## src/rtl/sym9_pkg.sv

```systemverilog
package sym9_pkg;

    localparam int SYM_W     = 9;
    localparam int NUM_SYM   = 512;
    localparam int MEM_BYTES = NUM_SYM + NUM_SYM / 8;
    localparam int ADDR_W    = $clog2(MEM_BYTES);
    localparam int WORD_W    = 32;
    localparam int CNT_W     = 3;

    // record field positions
    localparam int IDX_LSB  = 16;
    localparam int MASK_LSB = 0;

    // status field positions
    localparam int ST_ERR_BIT   = 0;
    localparam int ST_UNCOR_BIT = 1;
    localparam int ST_CNT_LSB   = 29;

    typedef struct packed {
        logic              valid;
        logic [ADDR_W-1:0] addr;
        logic [2:0]        off;
        logic [SYM_W-1:0]  mask;
    } fix_t;

    typedef enum logic [3:0] {
        ST_IDLE,
        ST_EVAL,
        ST_RD_LO,
        ST_RD_HI,
        ST_MODIFY,
        ST_WR_LO,
        ST_WR_HI,
        ST_NEXT,
        ST_FIN
    } seq_state_t;

    function automatic int ptr_width(input int n);
        return (n > 1) ? $clog2(n) : 1;
    endfunction

    function automatic int cnt_width(input int n);
        return $clog2(n + 1);
    endfunction

    function automatic logic [ADDR_W-1:0] byte_addr(input logic [SYM_W-1:0] i);
        return ADDR_W'(i) + ADDR_W'(i >> 3);
    endfunction

    function automatic logic [15:0] place_mask(input logic [SYM_W-1:0] m,
                                               input logic [2:0] off);
        return 16'(m) << off;
    endfunction

endpackage

```

## src/rtl/sym9_decode.sv

```systemverilog
module sym9_decode
    import sym9_pkg::*;
(
    input  logic [WORD_W-1:0] rec_word,
    output fix_t              fix
);
    logic [SYM_W-1:0] idx_one;
    logic [SYM_W-1:0] idx_zero;
    logic             unused_bits;

    assign idx_one  = rec_word[IDX_LSB +: SYM_W];
    assign idx_zero = idx_one - SYM_W'(1);

    always_comb begin
        fix.valid = (idx_one != '0);
        fix.addr  = byte_addr(idx_zero);
        fix.off   = idx_zero[2:0];
        fix.mask  = rec_word[MASK_LSB +: SYM_W];
    end

    assign unused_bits = ^{rec_word[WORD_W-1:IDX_LSB+SYM_W],
                           rec_word[IDX_LSB-1:MASK_LSB+SYM_W]};

endmodule

```

## src/rtl/sym9_merge.sv

```systemverilog
module sym9_merge
    import sym9_pkg::*;
(
    input  logic [7:0]       lo_in,
    input  logic [7:0]       hi_in,
    input  logic [SYM_W-1:0] mask,
    input  logic [2:0]       off,
    output logic [7:0]       lo_out,
    output logic [7:0]       hi_out
);
    logic [15:0] flip;
    logic [15:0] merged;

    assign flip   = place_mask(mask, off);
    assign merged = {hi_in, lo_in} ^ flip;
    assign lo_out = merged[7:0];
    assign hi_out = merged[15:8];

    always_comb begin
        assert ($countones(flip) == $countones(mask))
            else $error("p_mask_kept_r7: placed mask lost bits");
    end

endmodule

```

## src/rtl/sym9_ctrl.sv

```systemverilog
module sym9_ctrl
    import sym9_pkg::*;
#(
    parameter int MAX_REC = 4
) (
    input  logic                               clk,
    input  logic                               rst,
    input  logic                               start,
    input  logic [WORD_W-1:0]                  status_word,
    input  fix_t                               cur_fix,
    output logic [ptr_width(MAX_REC)-1:0]      rec_ptr,
    input  logic [7:0]                         mem_rdata,
    input  logic [7:0]                         new_lo,
    input  logic [7:0]                         new_hi,
    output logic [7:0]                         lo_q,
    output logic [7:0]                         hi_q,
    output logic                               mem_en,
    output logic                               mem_we,
    output logic [ADDR_W-1:0]                  mem_addr,
    output logic [7:0]                         mem_wdata,
    output logic                               busy,
    output logic                               done,
    output logic                               fail,
    output logic [cnt_width(MAX_REC)-1:0]      fix_count
);
    localparam int FIX_W = cnt_width(MAX_REC);
    localparam int PTR_W = ptr_width(MAX_REC);

    seq_state_t        state;
    logic [FIX_W-1:0]  n_q;
    logic              uncor_q;
    logic              st_err;
    logic              st_uncor;
    logic [CNT_W-1:0]  st_cnt;
    logic [FIX_W-1:0]  n_clamped;
    logic              last_rec;
    logic              unused_status;

    assign st_err   = status_word[ST_ERR_BIT];
    assign st_uncor = status_word[ST_UNCOR_BIT];
    assign st_cnt   = status_word[ST_CNT_LSB +: CNT_W];
    assign unused_status = ^status_word[ST_CNT_LSB-1:ST_UNCOR_BIT+1];

    assign n_clamped = (32'(st_cnt) > MAX_REC) ? FIX_W'(MAX_REC) : FIX_W'(st_cnt);
    assign last_rec  = (32'(rec_ptr) + 1 == 32'(n_q));

    always_ff @(posedge clk) begin
        if (rst) begin
            state     <= ST_IDLE;
            rec_ptr   <= '0;
            n_q       <= '0;
            uncor_q   <= 1'b0;
            lo_q      <= '0;
            hi_q      <= '0;
            fail      <= 1'b0;
            fix_count <= '0;
        end else begin
            case (state)
                ST_IDLE: begin
                    if (start) begin
                        rec_ptr   <= '0;
                        fail      <= 1'b0;
                        fix_count <= '0;
                        uncor_q   <= st_err && st_uncor;
                        n_q       <= n_clamped;
                        if (!st_err) begin
                            state <= ST_FIN;
                        end else if (st_uncor) begin
                            fail  <= 1'b1;
                            state <= ST_FIN;
                        end else if (n_clamped == '0) begin
                            state <= ST_FIN;
                        end else begin
                            state <= ST_EVAL;
                        end
                    end
                end
                ST_EVAL:   state <= cur_fix.valid ? ST_RD_LO : ST_NEXT;
                ST_RD_LO:  state <= ST_RD_HI;
                ST_RD_HI: begin
                    lo_q  <= mem_rdata;
                    state <= ST_MODIFY;
                end
                ST_MODIFY: begin
                    hi_q  <= mem_rdata;
                    state <= ST_WR_LO;
                end
                ST_WR_LO:  state <= ST_WR_HI;
                ST_WR_HI:  state <= ST_NEXT;
                ST_NEXT: begin
                    if (last_rec) begin
                        fix_count <= n_q;
                        state     <= ST_FIN;
                    end else begin
                        rec_ptr <= rec_ptr + PTR_W'(1);
                        state   <= ST_EVAL;
                    end
                end
                ST_FIN:    state <= ST_IDLE;
                default:   state <= ST_IDLE;
            endcase
        end
    end

    always_comb begin
        mem_en    = 1'b0;
        mem_we    = 1'b0;
        mem_addr  = cur_fix.addr;
        mem_wdata = new_lo;
        case (state)
            ST_RD_LO: mem_en = 1'b1;
            ST_RD_HI: begin
                mem_en   = 1'b1;
                mem_addr = cur_fix.addr + ADDR_W'(1);
            end
            ST_WR_LO: begin
                mem_en = 1'b1;
                mem_we = 1'b1;
            end
            ST_WR_HI: begin
                mem_en    = 1'b1;
                mem_we    = 1'b1;
                mem_addr  = cur_fix.addr + ADDR_W'(1);
                mem_wdata = new_hi;
            end
            default: ;
        endcase
    end

    assign busy = (state != ST_IDLE);
    assign done = (state == ST_FIN);

    p_no_write_uncor_r3: assert property (@(posedge clk) disable iff (rst)
        mem_we |-> !uncor_q);

    p_fail_no_fix_r3: assert property (@(posedge clk) disable iff (rst)
        (done && fail) |-> (fix_count == '0));

    p_skip_zero_r5: assert property (@(posedge clk) disable iff (rst)
        (state == ST_RD_LO) |-> cur_fix.valid);

    p_addr_range_r6: assert property (@(posedge clk) disable iff (rst)
        mem_en |-> (32'(mem_addr) < MEM_BYTES));

    p_fix_bound_r8: assert property (@(posedge clk) disable iff (rst)
        done |-> (32'(fix_count) <= MAX_REC));

    p_write_pair_r9: assert property (@(posedge clk) disable iff (rst)
        (state == ST_WR_LO) |=> (mem_we && mem_addr == $past(mem_addr) + ADDR_W'(1)));

    p_read_first_r9: assert property (@(posedge clk) disable iff (rst)
        (state == ST_WR_LO) |-> ($past(state, 3) == ST_RD_LO));

    p_done_pulse_r10: assert property (@(posedge clk) disable iff (rst)
        done |=> !done);

endmodule

```

## src/rtl/sym9_fixer.sv

```systemverilog
module sym9_fixer
    import sym9_pkg::*;
#(
    parameter int MAX_REC = 4
) (
    input  logic                          clk,
    input  logic                          rst,
    input  logic                          start,
    input  logic [WORD_W-1:0]             status_word,
    input  logic [WORD_W*MAX_REC-1:0]     rec_words,
    output logic                          mem_en,
    output logic                          mem_we,
    output logic [ADDR_W-1:0]             mem_addr,
    output logic [7:0]                    mem_wdata,
    input  logic [7:0]                    mem_rdata,
    output logic                          busy,
    output logic                          done,
    output logic                          fail,
    output logic [cnt_width(MAX_REC)-1:0] fix_count
);
    localparam int PTR_W = ptr_width(MAX_REC);

    fix_t              fix_vec [MAX_REC];
    fix_t              cur_fix;
    logic [PTR_W-1:0]  rec_ptr;
    logic [7:0]        lo_q, hi_q, new_lo, new_hi;

    for (genvar k = 0; k < MAX_REC; k++) begin : g_rec
        logic [WORD_W-1:0] word_q;

        always_ff @(posedge clk) begin
            if (rst)
                word_q <= '0;
            else if (start && !busy)
                word_q <= rec_words[k*WORD_W +: WORD_W];
        end

        sym9_decode i_decode (
            .rec_word (word_q),
            .fix      (fix_vec[k])
        );
    end

    assign cur_fix = fix_vec[rec_ptr];

    sym9_merge i_merge (
        .lo_in  (lo_q),
        .hi_in  (hi_q),
        .mask   (cur_fix.mask),
        .off    (cur_fix.off),
        .lo_out (new_lo),
        .hi_out (new_hi)
    );

    sym9_ctrl #(.MAX_REC(MAX_REC)) i_ctrl (
        .clk         (clk),
        .rst         (rst),
        .start       (start),
        .status_word (status_word),
        .cur_fix     (cur_fix),
        .rec_ptr     (rec_ptr),
        .mem_rdata   (mem_rdata),
        .new_lo      (new_lo),
        .new_hi      (new_hi),
        .lo_q        (lo_q),
        .hi_q        (hi_q),
        .mem_en      (mem_en),
        .mem_we      (mem_we),
        .mem_addr    (mem_addr),
        .mem_wdata   (mem_wdata),
        .busy        (busy),
        .done        (done),
        .fail        (fail),
        .fix_count   (fix_count)
    );

endmodule

```

## config.mk

```make
export PLATFORM = sky130hd
export DESIGN_NAME = sym9_fixer
export DESIGN_NICKNAME = d
export VERILOG_FILES = /design/src/rtl/sym9_pkg.sv /design/src/rtl/sym9_decode.sv /design/src/rtl/sym9_merge.sv /design/src/rtl/sym9_ctrl.sv /design/src/rtl/sym9_fixer.sv
export SDC_FILE = /design/constraint.sdc
export NUM_CORES = 1
export LEC_CHECK = 0
export BUFFER_PORTS_ARGS = -buffer_cell sky130_fd_sc_hd__clkbuf_2
export CORE_UTILIZATION = 36
export CTS_CLUSTER_DIAMETER = 50
export DETAILED_ROUTE_END_ITERATION = 6
export PLACE_DENSITY_LB_ADDON = 0.25
export SLEW_MARGIN = 20
export SYNTH_ARGS = -nofsm -noshare
export SYNTH_HDL_FRONTEND = slang
export SYNTH_SLANG_ARGS = --single-unit
export TNS_END_PERCENT = 20
```

## constraint.sdc

```tcl
create_clock -name clk -period 4.7 [get_ports clk]
set_input_delay 0.47 -clock clk [delete_from_list [all_inputs] [get_ports clk]]
set_output_delay 0.47 -clock clk [all_outputs]
set_load 0.03 [all_outputs]
```

; ---- Yosys cells after proc, flatten, opt, wreduce, memory -nomap -nowiden
; Cells that the tools add are included.
[totals]
register_bits = 129
latch_bits = 0
mem_bits_rw = 0
mem_bits_ro = 0
input_bits = 171
output_inout_bits = 26
word_cells = 78
memories = 0
[classes]
addsub = 11
mul = 0
n_div = 0
order_cmp = 2
eq_ne = 12
shift = 1
muxes = 23
bitwise_logic = 2
n_reduce_logical = 16
[op_table]
columns = operator, n
row1 = $bmux W23 S2, 1
row2 = $mux W23, 2
row3 = $add A9 B6 Y10, 4
row4 = $reduce_bool A9 Y1, 4
row5 = $sub A9 B1 Y9 const B, 4
row6 = $eq A32 B3 Y1, 1
row7 = $pmux W4 S8, 1
row8 = $mux W4, 5
row9 = $eq A4 B3 Y1 const B, 4
row10 = $shl A9 B3 Y16, 1
row11 = $xor A16 B16 Y16, 1
row12 = $mux W3, 4
row13 = $add A10 B1 Y10 const B, 1
row14 = $mux W10, 1
row15 = $eq A4 B2 Y1 const B, 2
row16 = $mux W8, 1
row17 = $pmux W3 S2, 1
row18 = $reduce_and A3 Y1, 2
row19 = $eq A4 B1 Y1 const B, 1
row20 = $eq A4 B4 Y1 const B, 1
row21 = $logic_not A4 Y1, 1
row22 = $mux W1, 4
row23 = $mux W2, 2
row24 = $ne A2 B2 Y1 const B, 2
row25 = other kinds (15), 16

; ---- Depth between registers and ports, before layout
[depth]
word_depth = 8
mapped_depth = 16
mapped_depth_nobuf = 15

; ---- Modules after synthesis
; From an unflattened synthesis, not the netlist that was laid out.
[unflattened]
hier_cells = 1264
area_unflattened_um2 = 10333.7
[by_module_without_submodules]
columns = mod, n_inst, cells_per_inst, area_per_inst_um2, seq_area_each_um2
row1 = sym9_fixer, 1, 584, 4989.8, 2562.5
row2 = sym9_decode at g_rec[2].i_decode ..., 2, 117, 904.6, 0.0
row3 = sym9_ctrl, 1, 178, 1535.2, 580.6
row4 = sym9_decode at g_rec[1].i_decode, 1, 105, 740.7, 0.0
row5 = sym9_decode at g_rec[0].i_decode, 1, 96, 698.2, 0.0
row6 = sym9_merge, 1, 67, 560.5, 0.0

; ---- Worst setup path before layout
; OpenSTA, ideal clock, no wires.
[synth_timing]
path_type = register to output
startpoint = register g_rec[3].word_q[16]
endpoint = output mem_addr[6]
arrival_time_ns = 3.755
required_ns = 4.230
slack_ns = 0.475
stages_incl_launch_ff = 15
path_buffers = 1
path_cell_list = dfxtp_1 > inv_1 > ha_1 > or3b_1 > clkbuf_2 > or3_1 > nand2_1 > ha_1 > a21o_1 > a2111oi_4 > xnor2_1 > mux4_2 > nand2_4 > nor2_1 > xnor2_1
[synth_via]
elab_chain_len = 7
[synth_lines]
columns = element, line_no
row1 = "start, declared", sym9_fixer.sv:29  ; logic [WORD_W-1:0] word_q;
row2 = "start signal, assigned", sym9_fixer.sv:35  ; word_q <= rec_words[k*WORD_W +: WORD_W];
row3 = $sub A9 B1 Y9 *, sym9_decode.sv:12  ; assign idx_zero = idx_one - SYM_W'(1);
row4 = $add A9 B6 Y10 *, sym9_pkg.sv:47  ; return ADDR_W'(i) + ADDR_W'(i >> 3);
row5 = $bmux W23 S2 *, sym9_fixer.sv:44  ; assign cur_fix = fix_vec[rec_ptr];
row6 = $mux W23 (implied by the code) * (2 in a row), sym9_fixer.sv:44
row7 = $add A10 B1 Y10, "sym9_ctrl.sv:114, sym9_ctrl.sv:123"
row8 = $mux W10 *, n/a
row9 = "end, declared", sym9_fixer.sv:13  ; output logic [ADDR_W-1:0] mem_addr,
; Mark *: on every way between the ends. The rest lies on a longest branch, timed or not. The select of a mux whose other input is x is not followed.

; ---- Final worst setup path
[layout_timing]
startpoint = register g_rec[3].word_q[16]
endpoint = output mem_addr[9]
; Same word-level chain as after synthesis.

==> report_table.html <==
<table>
<tr><th>Metric</th><th>Value</th></tr>
<tr><th colspan="2">Run status</th></tr>
<tr><td>Run status</td><td>finished, final reports clean</td></tr>
<tr><th colspan="2">Setup path</th></tr>
<tr><td>Buffers plus inverters on the worst setup path</td><td>2</td></tr>
<tr><td>Cell with the largest stage delay on the worst path</td><td>a2111oi_4</td></tr>
<tr><td>CP Launch Type</td><td>register</td></tr>
<tr><td>Stage delay of the slowest cell on the critical path</td><td>420 ps</td></tr>
<tr><td>Type of the worst setup path</td><td>register to output pin</td></tr>
<tr><td>Crit Path Max Fanout</td><td>5</td></tr>
<tr><td>Worst path arrival time</td><td>4090 ps</td></tr>
<tr><td>Crit. End Element</td><td>output pin</td></tr>
<tr><td>Cell-by-cell trace of the critical path</td><td>nor3_2 &gt; a21boi_0 &gt; nor2_1 &gt; inv_1 &gt; ha_1 &gt; and2_2 &gt; and3_1 &gt; a2111oi_4 &gt; nor4_1 &gt; o311ai_1 &gt; and4_4 &gt; nor3b_2 &gt; a31o_1 &gt; clkbuf_2</td></tr>
<tr><td>Cell class contributing the biggest share of worst-path delay</td><td>simple AND/OR/NAND/NOR gates</td></tr>
<tr><td>Required time at the worst-slack endpoint</td><td>4230 ps</td></tr>
<tr><th colspan="2">STA</th></tr>
<tr><td>Final worst path period share</td><td>96.97%</td></tr>
<tr><td>Setup Skew</td><td>11.98 ps</td></tr>
<tr><td>Hold violation total from the final report</td><td>0</td></tr>
<tr><td>Worst-Margin Slew</td><td>775.8 ps</td></tr>
<tr><td>Finish-stage setup viols</td><td>0</td></tr>
<tr><td>Worst max-slew margin expressed relative to the limit</td><td>47.60%</td></tr>
<tr><td>Final-report max-slew violation count</td><td>0</td></tr>
<tr><td>RSZ-0062 raised after global routing</td><td>yes</td></tr>
<tr><td>Post-route worst hold slack</td><td>317.7 ps</td></tr>
<tr><td>Maximum frequency from static timing analysis</td><td>219.4 MHz</td></tr>
<tr><td>Minimum clock period after layout</td><td>4558 ps</td></tr>
<tr><th colspan="2">Placed design</th></tr>
<tr><td>Number of I/O port buffers</td><td>113</td></tr>
<tr><td>Final HPWL from detailed placement</td><td>16170 um</td></tr>
<tr><td>Number of placed cells counting well taps</td><td>1327</td></tr>
<tr><td>Placer Congestion</td><td>0.8922</td></tr>
<tr><th colspan="2">Global routing</th></tr>
<tr><td>Number of global-route vias before repair</td><td>6715</td></tr>
<tr><td>Total congestion overflow</td><td>0</td></tr>
<tr><td>Pin count of the biggest net entering global routing</td><td>57</td></tr>
<tr><td>Initial antenna violation count</td><td>0</td></tr>
<tr><td>Wire length of the first global-routing pass</td><td>33950 um</td></tr>
<tr><td>Combined global-route utilization of all metal layers</td><td>19.39%</td></tr>
<tr><th colspan="2">Floorplanning</th></tr>
<tr><td>CORE AREA</td><td>20560 um2</td></tr>
<tr><td>Floorplan die area</td><td>21860 um2</td></tr>
<tr><td>Initial core utilization</td><td>37.26%</td></tr>
<tr><td>Standard-cell row count</td><td>52</td></tr>
<tr><td>Number of primary I/O pins</td><td>197</td></tr>
<tr><td>Width of the die</td><td>147.9 um</td></tr>
<tr><td>Die Span Y</td><td>147.9 um</td></tr>
<tr><th colspan="2">Route</th></tr>
<tr><td>Overall routed net length</td><td>20900 um</td></tr>
<tr><td>Via total after detailed routing</td><td>7070</td></tr>
<tr><td>Drt via density</td><td>5.249</td></tr>
<tr><td>1st-pass router iterations</td><td>6</td></tr>
<tr><td>Drc violations</td><td>0</td></tr>
<tr><td>Post-DRT Antenna Nets</td><td>0</td></tr>
<tr><td>Iteration-0 DRC count of the detailed router</td><td>514</td></tr>
<tr><td>WL/cell</td><td>15.51 um</td></tr>
<tr><th colspan="2">Pwr</th></tr>
<tr><td>PD cells</td><td>522.5 nW/um2</td></tr>
<tr><td>Internal power of the cells</td><td>2.539 mW</td></tr>
<tr><td>Final total power</td><td>4.666 mW</td></tr>
<tr><td>Combinational fraction of design power</td><td>60.7%</td></tr>
<tr><td>Reg power frac</td><td>22.3%</td></tr>
<tr><td>Worst voltage drop across the vdd grid</td><td>0.3135 mV</td></tr>
<tr><td>Standby leakage power</td><td>3.634 nW</td></tr>
<tr><td>Part of the total power dissipated in the clock network</td><td>17.1%</td></tr>
<tr><td>Net Switching</td><td>2.127 mW</td></tr>
<tr><td>Switching fraction of total power</td><td>45.59%</td></tr>
<tr><th colspan="2">Layout</th></tr>
<tr><td>Area of the multi-input gates</td><td>5344 um2</td></tr>
<tr><td>Final layout net count</td><td>1273</td></tr>
<tr><td>Post-Route Utilization</td><td>43.44%</td></tr>
<tr><td>Filler instances</td><td>2166</td></tr>
<tr><td>Area Growth Syn to Fin</td><td>16.60%</td></tr>
<tr><td>Share of post-route cells with drive strength above 1</td><td>21.73%</td></tr>
<tr><td>Final antenna diode count</td><td>0</td></tr>
<tr><td>Footprint of the flip-flops and latches</td><td>2026 um2</td></tr>
<tr><td>Final instance count without filler cells</td><td>1347</td></tr>
<tr><th colspan="2">Synthesis</th></tr>
<tr><td>Portion of the post-synthesis area used by sequential elements</td><td>26.40%</td></tr>
<tr><td>Area of the mapped netlist</td><td>7660 um2</td></tr>
<tr><td>Top cells by count, synth</td><td>nand2_1, a21oi_1, dfxtp_1</td></tr>
<tr><td>Synth Flop Type</td><td>dfxtp_1</td></tr>
<tr><td>Top-count cell post-synth</td><td>nand2_1</td></tr>
<tr><td>Post-synthesis area per instance</td><td>7.761 um2</td></tr>
<tr><td>Largest area contributor in the netlist</td><td>dfxtp_1</td></tr>
<tr><td>Post-synthesis net count</td><td>1188</td></tr>
<tr><td>Netlist cell types</td><td>89</td></tr>
<tr><td>#FFs+latches synth</td><td>101</td></tr>
<tr><td>Post-synthesis cell count</td><td>987</td></tr>
<tr><td>Yosys top cell area share</td><td>26.40%</td></tr>
<tr><td>Ranking of synthesized cells by area</td><td>dfxtp_1, nand2_1, a21oi_1</td></tr>
<tr><td>Number of enable-type register cells in the synthesized netlist</td><td>0</td></tr>
<tr><td>Share of async-settable or async-resettable flops after synthesis</td><td>0%</td></tr>
<tr><td>Synth warnings</td><td>0</td></tr>
<tr><th colspan="2">Clocking</th></tr>
<tr><td>Clock transition at the registers of the reported paths</td><td>90 ps</td></tr>
<tr><td>Clock tree from TritonCTS</td><td>done</td></tr>
<tr><td>Clock root cell</td><td>clkbuf_16</td></tr>
<tr><td>Number of buffers inserted during clock tree synthesis</td><td>9</td></tr>
<tr><td>Clock H-tree levels</td><td>3</td></tr>
<tr><td>Largest buffer count on any clock path</td><td>2</td></tr>
<tr><td>CTS sink count</td><td>101</td></tr>
<tr><td>Clk_lat worst skew</td><td>360 ps</td></tr>
<tr><th colspan="2">Min path</th></tr>
<tr><td>Worst min-delay path category</td><td>input port to register</td></tr>
<tr><th colspan="2">Job</th></tr>
<tr><td>Number of violations of the max-capacitance limit</td><td>0</td></tr>
</table>
-- placed cells by master (no fill, tap or decap), types with 8 or more instances in the layout --
cell type	netlist	layout
mux2i_1	35	35
a21oi_1	130	130
nor4_1	8	8
clkbuf_16	0	9
o31ai_1	9	8
nand3_1	12	12
dfxtp_1	101	98
o21ai_0	23	20
ha_1	26	24
mux4_2	15	15
xor2_1	32	32
nand2_1	226	223
xnor2_1	32	29
nor2_1	54	54
buf_4	2	32
clkbuf_2	2	109
nor3_1	22	20
nor3b_1	9	9
inv_1	26	24
-- per-stage QoR --
step	setup TNS, ps	worst slack (ps)	instance area (um2)
after floorplan	0	474.8	7660
after global placement	0	247.6	8458
after detailed placement	0	221.0	8458
after CTS	0	39.44	8831
after global routing	-39.20	-26.51	8931
final	0	142.4	8931
-- area by class of cell --
class | count | share of cell area (%)
inverters | 27 | 1.135
flip-flops and latches | 101 | 22.68
clock buffers | 9 | 2.522
multi-input cells | 791 | 59.83
clock inverters | 7 | 1.163
well taps | 270 | 3.783
repair buffers | 142 | 8.882
-- path summary, 6_finish.rpt --
| check | endpoint | cells after the start | from | slack, ps |
|---|---|---|---|---|
| setup / recovery | mem_addr[9] | 14 | g_rec[3].word_q[16]$_SDFFE_PP0P_ | 140 |
| setup reg to reg | g_rec[3].word_q[19]$_SDFFE_PP0P_ | 5 | i_ctrl.state[1]$_SDFFE_PP0P_ | 2050 |
| hold reg to reg | g_rec[3].word_q[2]$_SDFFE_PP0P_ | 2 | g_rec[3].word_q[2]$_SDFFE_PP0P_ | 450 |
| hold / removal | g_rec[0].word_q[6]$_SDFFE_PP0P_ | 3 | rec_words[6] | 320 |
-- worst reg2reg max path, cell delays in order, from the launching register on --
cell and delay (ps):
dfxtp_1 450, nor4_1 600, and2_2 750, buf_4 480, nand2_1 170, a21oi_1 140
-- cells by family (layout without fill, tap and decap cells) --
kind of cell,Yosys count,count (layout),share of synthesized area [%]
AOI/OAI and AO/OA,224,224,17.92
adders and majority gates,32,32,5.554
and+or+nand+nor,410,410,25.74
buffers and inverters,95,185,5.243
muxes,55,55,10.11
DFF,101,101,26.40
xor gates and xnor gates,70,70,9.033
-- layer usage --
metal / vias to the layer above / global-route usage [%] / wire length, um
li1: 3634 / - / -
met1: 3274 / 27.58 / 10290
met2: 143 / 30.45 / 9311
met3: 19 / 2.438 / 911
met4: 0 / 5.876 / 387
met5: - / 0 / 0
-- repair_timing --
| action | 4_1_cts | 5_1_grt |
|---|---|---|
| endpoints found under the setup margin | 6 | 6 |
| pin swaps | 2 | 10 |
| setup buffers | 1 | 3 |
| resized for setup | 12 | 25 |
| hold buffers | 0 | 0 |
-- registers in the layout, summed over array words and instances, names as in the netlist --
| name | flops |
|---|---|
| i_ctrl.fail | 1 |
| i_ctrl.fix_count | 3 |
| i_ctrl.hi_q | 8 |
| i_ctrl.lo_q | 8 |
| i_ctrl.rec_ptr | 2 |
| i_ctrl.n_q | 3 |
| g_rec.word_q | 72 |
| i_ctrl.state | 4 |
-- power groups by stage --
| stage | Combinational [mW] | Clock [mW] | Sequential, mW |
|---|---|---|---|
| 2_1_floorplan | 2.14 | 0 | 0.998 |
| 3_3_place_gp | 2.69 | 0 | 1.05 |
| 3_5_place_dp | 2.71 | 0 | 1.05 |
| 4_1_cts | 2.75 | 0.824 | 1.04 |
| 5_1_grt | 3.11 | 0.850 | 1.05 |
| 6_report | 2.83 | 0.797 | 1.04 |
(Power assumes the default switching activity.)
